### src/rtl/wdog_pkg.sv
package wdog_pkg;
  typedef enum logic {PH_START = 1'b0, PH_NORM = 1'b1} wd_phase_e;

  function automatic int unsigned span_of(input int unsigned base, input int unsigned code);
    return base << code;
  endfunction
endpackage

### src/rtl/wdog_kick_sync.sv
module wdog_kick_sync #(
  parameter int STAGES = 2
) (
  input  logic clk,
  input  logic rst,
  input  logic wdi,
  output logic kick
);
  logic [STAGES-1:0] pipe;
  logic              last;

  for (genvar i = 0; i < STAGES; i++) begin : g_stage
    if (i == 0) begin : g_first
      always_ff @(posedge clk) begin
        if (rst) pipe[0] <= 1'b0;
        else     pipe[0] <= wdi;
      end
    end else begin : g_next
      always_ff @(posedge clk) begin
        if (rst) pipe[i] <= 1'b0;
        else     pipe[i] <= pipe[i-1];
      end
    end
  end

  always_ff @(posedge clk) begin
    if (rst) last <= 1'b0;
    else     last <= pipe[STAGES-1];
  end

  assign kick = pipe[STAGES-1] ^ last;
endmodule

### src/rtl/wdog_window.sv
module wdog_window
  import wdog_pkg::*;
#(
  parameter int SEL_W      = 3,
  parameter int START_BASE = 64,
  parameter int NORM_BASE  = 16,
  parameter int CNT_W      = 14
) (
  input  logic             clk,
  input  logic             rst,
  input  logic             held,
  input  logic             kick,
  input  logic [SEL_W-1:0] start_sel,
  input  logic [SEL_W-1:0] norm_sel,
  output logic             wdo,
  output logic             tmo
);
  wd_phase_e        phase;
  logic [CNT_W-1:0] cnt;
  logic [CNT_W-1:0] lim;

  always_comb begin
    if (phase == PH_NORM) lim = CNT_W'(span_of(NORM_BASE, 32'(norm_sel)));
    else                  lim = CNT_W'(span_of(START_BASE, 32'(start_sel)));
  end

  assign tmo = !held && !kick && !wdo && (cnt == lim - CNT_W'(1));

  always_ff @(posedge clk) begin
    if (rst || held) begin
      cnt   <= '0;
      phase <= PH_START;
      wdo   <= 1'b0;
    end else if (kick) begin
      cnt   <= '0;
      phase <= PH_NORM;
      wdo   <= 1'b0;
    end else if (!wdo) begin
      if (tmo) begin
        cnt <= '0;
        wdo <= 1'b1;
      end else begin
        cnt <= cnt + CNT_W'(1);
      end
    end
  end
endmodule

### src/rtl/wdog_rst_pulse.sv
module wdog_rst_pulse
  import wdog_pkg::*;
#(
  parameter int SEL_W      = 3,
  parameter int PULSE_BASE = 4,
  parameter int PCNT_W     = 10
) (
  input  logic             clk,
  input  logic             rst,
  input  logic             fire,
  input  logic [SEL_W-1:0] pulse_sel,
  output logic             req
);
  logic [PCNT_W-1:0] left;

  always_ff @(posedge clk) begin
    if (rst)                left <= '0;
    else if (fire)          left <= PCNT_W'(span_of(PULSE_BASE, 32'(pulse_sel)));
    else if (left != '0)    left <= left - PCNT_W'(1);
  end

  assign req = (left != '0);
endmodule

### src/rtl/wdog_dual_period.sv
module wdog_dual_period #(
  parameter int SEL_W       = 3,
  parameter int SYNC_STAGES = 2,
  parameter int START_BASE  = 64,
  parameter int NORM_BASE   = 16,
  parameter int PULSE_BASE  = 4
) (
  input  logic             clk,
  input  logic             rst,
  input  logic             wdi,
  input  logic             seq_rst,
  input  logic             indep,
  input  logic             rst_en,
  input  logic [SEL_W-1:0] start_sel,
  input  logic [SEL_W-1:0] norm_sel,
  input  logic [SEL_W-1:0] pulse_sel,
  output logic             wdo,
  output logic             rst_req
);
  localparam int MAX_CODE = (1 << SEL_W) - 1;
  localparam int MAX_WIN  = ((START_BASE > NORM_BASE) ? START_BASE : NORM_BASE) << MAX_CODE;
  localparam int CNT_W    = $clog2(MAX_WIN) + 1;
  localparam int PCNT_W   = $clog2(PULSE_BASE << MAX_CODE) + 1;

  logic kick;
  logic held;
  logic tmo;

  assign held = seq_rst && !indep;

  wdog_kick_sync #(.STAGES(SYNC_STAGES)) u_sync (
    .clk(clk), .rst(rst), .wdi(wdi), .kick(kick)
  );

  wdog_window #(
    .SEL_W(SEL_W), .START_BASE(START_BASE), .NORM_BASE(NORM_BASE), .CNT_W(CNT_W)
  ) u_win (
    .clk(clk), .rst(rst), .held(held), .kick(kick),
    .start_sel(start_sel), .norm_sel(norm_sel), .wdo(wdo), .tmo(tmo)
  );

  wdog_rst_pulse #(
    .SEL_W(SEL_W), .PULSE_BASE(PULSE_BASE), .PCNT_W(PCNT_W)
  ) u_pulse (
    .clk(clk), .rst(rst), .fire(tmo && rst_en), .pulse_sel(pulse_sel), .req(rst_req)
  );
endmodule

### config.mk
export PLATFORM = sky130hd
export DESIGN_NAME = wdog_dual_period
export DESIGN_NICKNAME = d
export VERILOG_FILES = /design/src/rtl/wdog_pkg.sv /design/src/rtl/wdog_kick_sync.sv /design/src/rtl/wdog_window.sv /design/src/rtl/wdog_rst_pulse.sv /design/src/rtl/wdog_dual_period.sv
export SDC_FILE = /design/constraint.sdc
export NUM_CORES = 1
export LEC_CHECK = 0
export CAP_MARGIN = 20
export CORE_MARGIN = 3
export CORE_UTILIZATION = 50
export CTS_BUF_LIST = sky130_fd_sc_hd__clkbuf_8
export CTS_CLUSTER_SIZE = 40
export DETAILED_ROUTE_END_ITERATION = 10
export GPL_TIMING_DRIVEN = 0
export PLACE_DENSITY = 0.79
export SYNTH_ARGS = -nofsm -noshare
export SYNTH_HDL_FRONTEND = slang
export SYNTH_SLANG_ARGS = --single-unit
### constraint.sdc
create_clock -name clk -period 2.8 [get_ports clk]
set_input_delay 0.28 -clock clk [delete_from_list [all_inputs] [get_ports clk]]
set_output_delay 0.28 -clock clk [all_outputs]
set_load 0.01 [all_outputs]
==> qor.yml <==
outcome: "completed"
grt_start_max_net_pins: 11
synth_top_cell_by_area: "dfxtp_1"
synth.net_count: 229
ys_types: 49
yosys.area.top_type_share_pct: 31.5
yosysSeqAreaShare_pct: 31.5
crit_path_end_kind: "register"
layout-drive-gt1-share_pct: 13.4
peakVddDrop_uv: 388
fillers: 306
wl_per_cell_um: 12.5
cts-root-buf: "clkbuf_8"
worstSkewPairLatency_ps: 280
clkTransAtPathRegs_ps: 50
grt-ovfl-total: 0
synth_ff_type: "dfxtp_1"
grt_pass1_vias: 1367
synth_edf_count: 0
cp.required_ps: 2970
clock_path_buffers: 2
path_cells: "clkdlybuf4s50_1 > nor2_1 > nand2_4 > ha_1 > xnor2_1 > nor2_1 > nand2_1 > a2111oi_4 > o211a_4 > nand3_4 > mux2_4"
nets: 257
viasPerCell: 5.20
start_util_pct: 53.6
clock_skew_ps: 3.19
final_cell_mix: "30 x nor2_1, 29 x dfxtp_1, 18 x nand2_1, 16 x xnor2_1, 15 x clkdlybuf4s50_1"
grt_pass1_wl_um: 6050
rsz0062_at_grt: "false"
cpMostUsedCell: "nor2_1"
fin_crit_sh_pct: 94.4
wl_met1_um: 1810
htreeDepth: 2
wl_um: 3550
placed_cells: 273
top_layer: "met4"
utilization_pct: 63.6
antenna_cells: 0
ant_nets: 0
path_class: "in -> reg"
synth-seq-cells: 29
instances_no_fill: 285
fp.dieArea_um2: 4450
core_um2: 3440
wl_met2_um: 1520
maxCapViolations: 0
power.density_nw_per_um2: 629
synth_warnings: 0
gp_congestion: 0.771
areaGrowthSynthToFinish_pct: 18.7
crit_fanout: 10
antenna_found_initial: 0
drv_slew: 0
setup_ws_ps: 156
vias: 1483
drt_iter0_drc: 62
worst_hold_path_type: "reg -> reg"
start_kind: "input pin"
max_stage_delay_ps: 510
dr_wl_met3_um: 144
synth_cells: 211
async_reset_ff_share_pct: 0
place_ws_ps: -228
cp_slowest_cell: "clkdlybuf4s50_1"
fin_crit_ps: 2640
hold_viol: 0
setup_violations: 0
globalRouteTotalUtil_pct: 18.1
cts_tree: "yes"
hpwl_um: 2630
numCtsBuffers: 5
syn_area_per_cell_um2: 8.74
drc: 0
ios: 17
worst_slew_pin_slew_ps: 437
fp.dieH_um: 66.7
netlist_area_um2: 1840
io_buffers: 16
rows: 21
synth.top_cells.by_area: "dfxtp_1 31%, xnor2_1 7.6%, xor2_1 6.6%"
p_leak_nw: 0.911
slew_headroom_pct: 70.7
drt_first_pass_iters: 4
critPathArrivalTime_ps: 2810
fp.dieW_um: 66.7
clock_sinks: 29
max_freq_mhz: 378
layout_commonest_cell: "nor2_1"
## routing by layer
layer | GRT usage [%] | up-vias
met5 | 0 | -
met1 | 23.1 | 669
met2 | 27.0 | 29
met4 | 10.2 | 0
met3 | 5.40 | 7
li1 | - | 778
## state kept, by name (all words and copies together), names as in the netlist
register and flops:
u_pulse.left 10, u_sync.pipe 2, u_sync.last 1, u_win.cnt 14, u_win.wdo 1, u_win.phase 1
## per-stage QoR
step	TNS, ps	instance area, um^2	power, W	hold WS [ps]
2_1_floorplan	0	1840	0.000914	408
3_3_place_gp	-2600	2060	0.00102	416
3_5_place_dp	-2750	2060	0.00103	427
4_1_cts	0	2150	0.00138	440
5_1_grt	0	2190	0.00147	462
6_report	0	2190	0.00138	438
## Yosys cell counts, types with 2 or more instances
cell,count
nor2_1,30
dfxtp_1,29
nand2_1,18
xnor2_1,16
xor2_1,14
nor2b_1,12
nand3_1,9
nor3_1,7
inv_1,6
mux2i_1,5
nand3b_1,5
and3_1,4
o21ai_0,4
a21oi_1,3
and3b_1,3
ha_1,3
mux2_4,3
nor4_1,3
o21a_1,3
a211oi_1,2
and2_1,2
buf_2,2
or3_1,2
## repair_timing
action	CTS	global route
buffers inserted	0	5
hold buffers	0	0
resized for setup	0	1
endpoints found under the setup margin	0	9
## path summary, 6_finish.rpt
kind	slack, ps	endpoint	startpoint	depth (start not counted)
max	160	u_pulse.left[8]$_SDFFE_PP0P_	norm_sel[0]	11
min	440	u_sync.pipe[1]$_SDFF_PP0_	u_sync.pipe[0]$_SDFF_PP0_	1
max reg2reg	190	u_pulse.left[8]$_SDFFE_PP0P_	u_win.phase$_SDFFE_PP0P_	11
min reg2reg	440	u_sync.pipe[1]$_SDFF_PP0_	u_sync.pipe[0]$_SDFF_PP0_	1
## cell type report
type / instances / area [um^2] / area share (%)
clock inverters: 1 / 3.75 / 0.172
plain buffers: 4 / 25.0 / 1.14
clock buffers: 6 / 82.6 / 3.77
multi-input cells: 172 / 1220 / 55.6
well taps: 46 / 57.6 / 2.63
flip-flops and latches: 29 / 581 / 26.5
repair buffers: 21 / 200 / 9.15
inverters: 6 / 22.5 / 1.03
## cell families after synthesis
logic type	after synthesis	share of synthesized area, %
AND/OR/NAND/NOR	110	33.5
XOR/XNOR	30	14.2
flip-flops	29	31.5
AO/OA/AOI/OAI	21	11.0
buffers and inverters	10	2.58
multiplexers	8	5.16
adder cells (fa/ha/maj)	3	2.04
## power breakdown
part	internal (W)	switching, W
Combinational	0.000257	0.000255
Sequential	0.000477	0.0000468
Clock	0.000191	0.000150
Total	0.000924	0.000452
## critical path: cells and delay by family
| family | cells | cell delay (ps) |
|---|---|---|
| buffers and inverters | 1 | 510 |
| xor gates and xnor gates | 1 | 120 |
| muxes | 1 | 330 |
| and+or+nand+nor | 5 | 680 |
| AOI/OAI and AO/OA | 2 | 580 |
| adders and majority gates | 1 | 310 |
(Power assumes the default switching activity.)
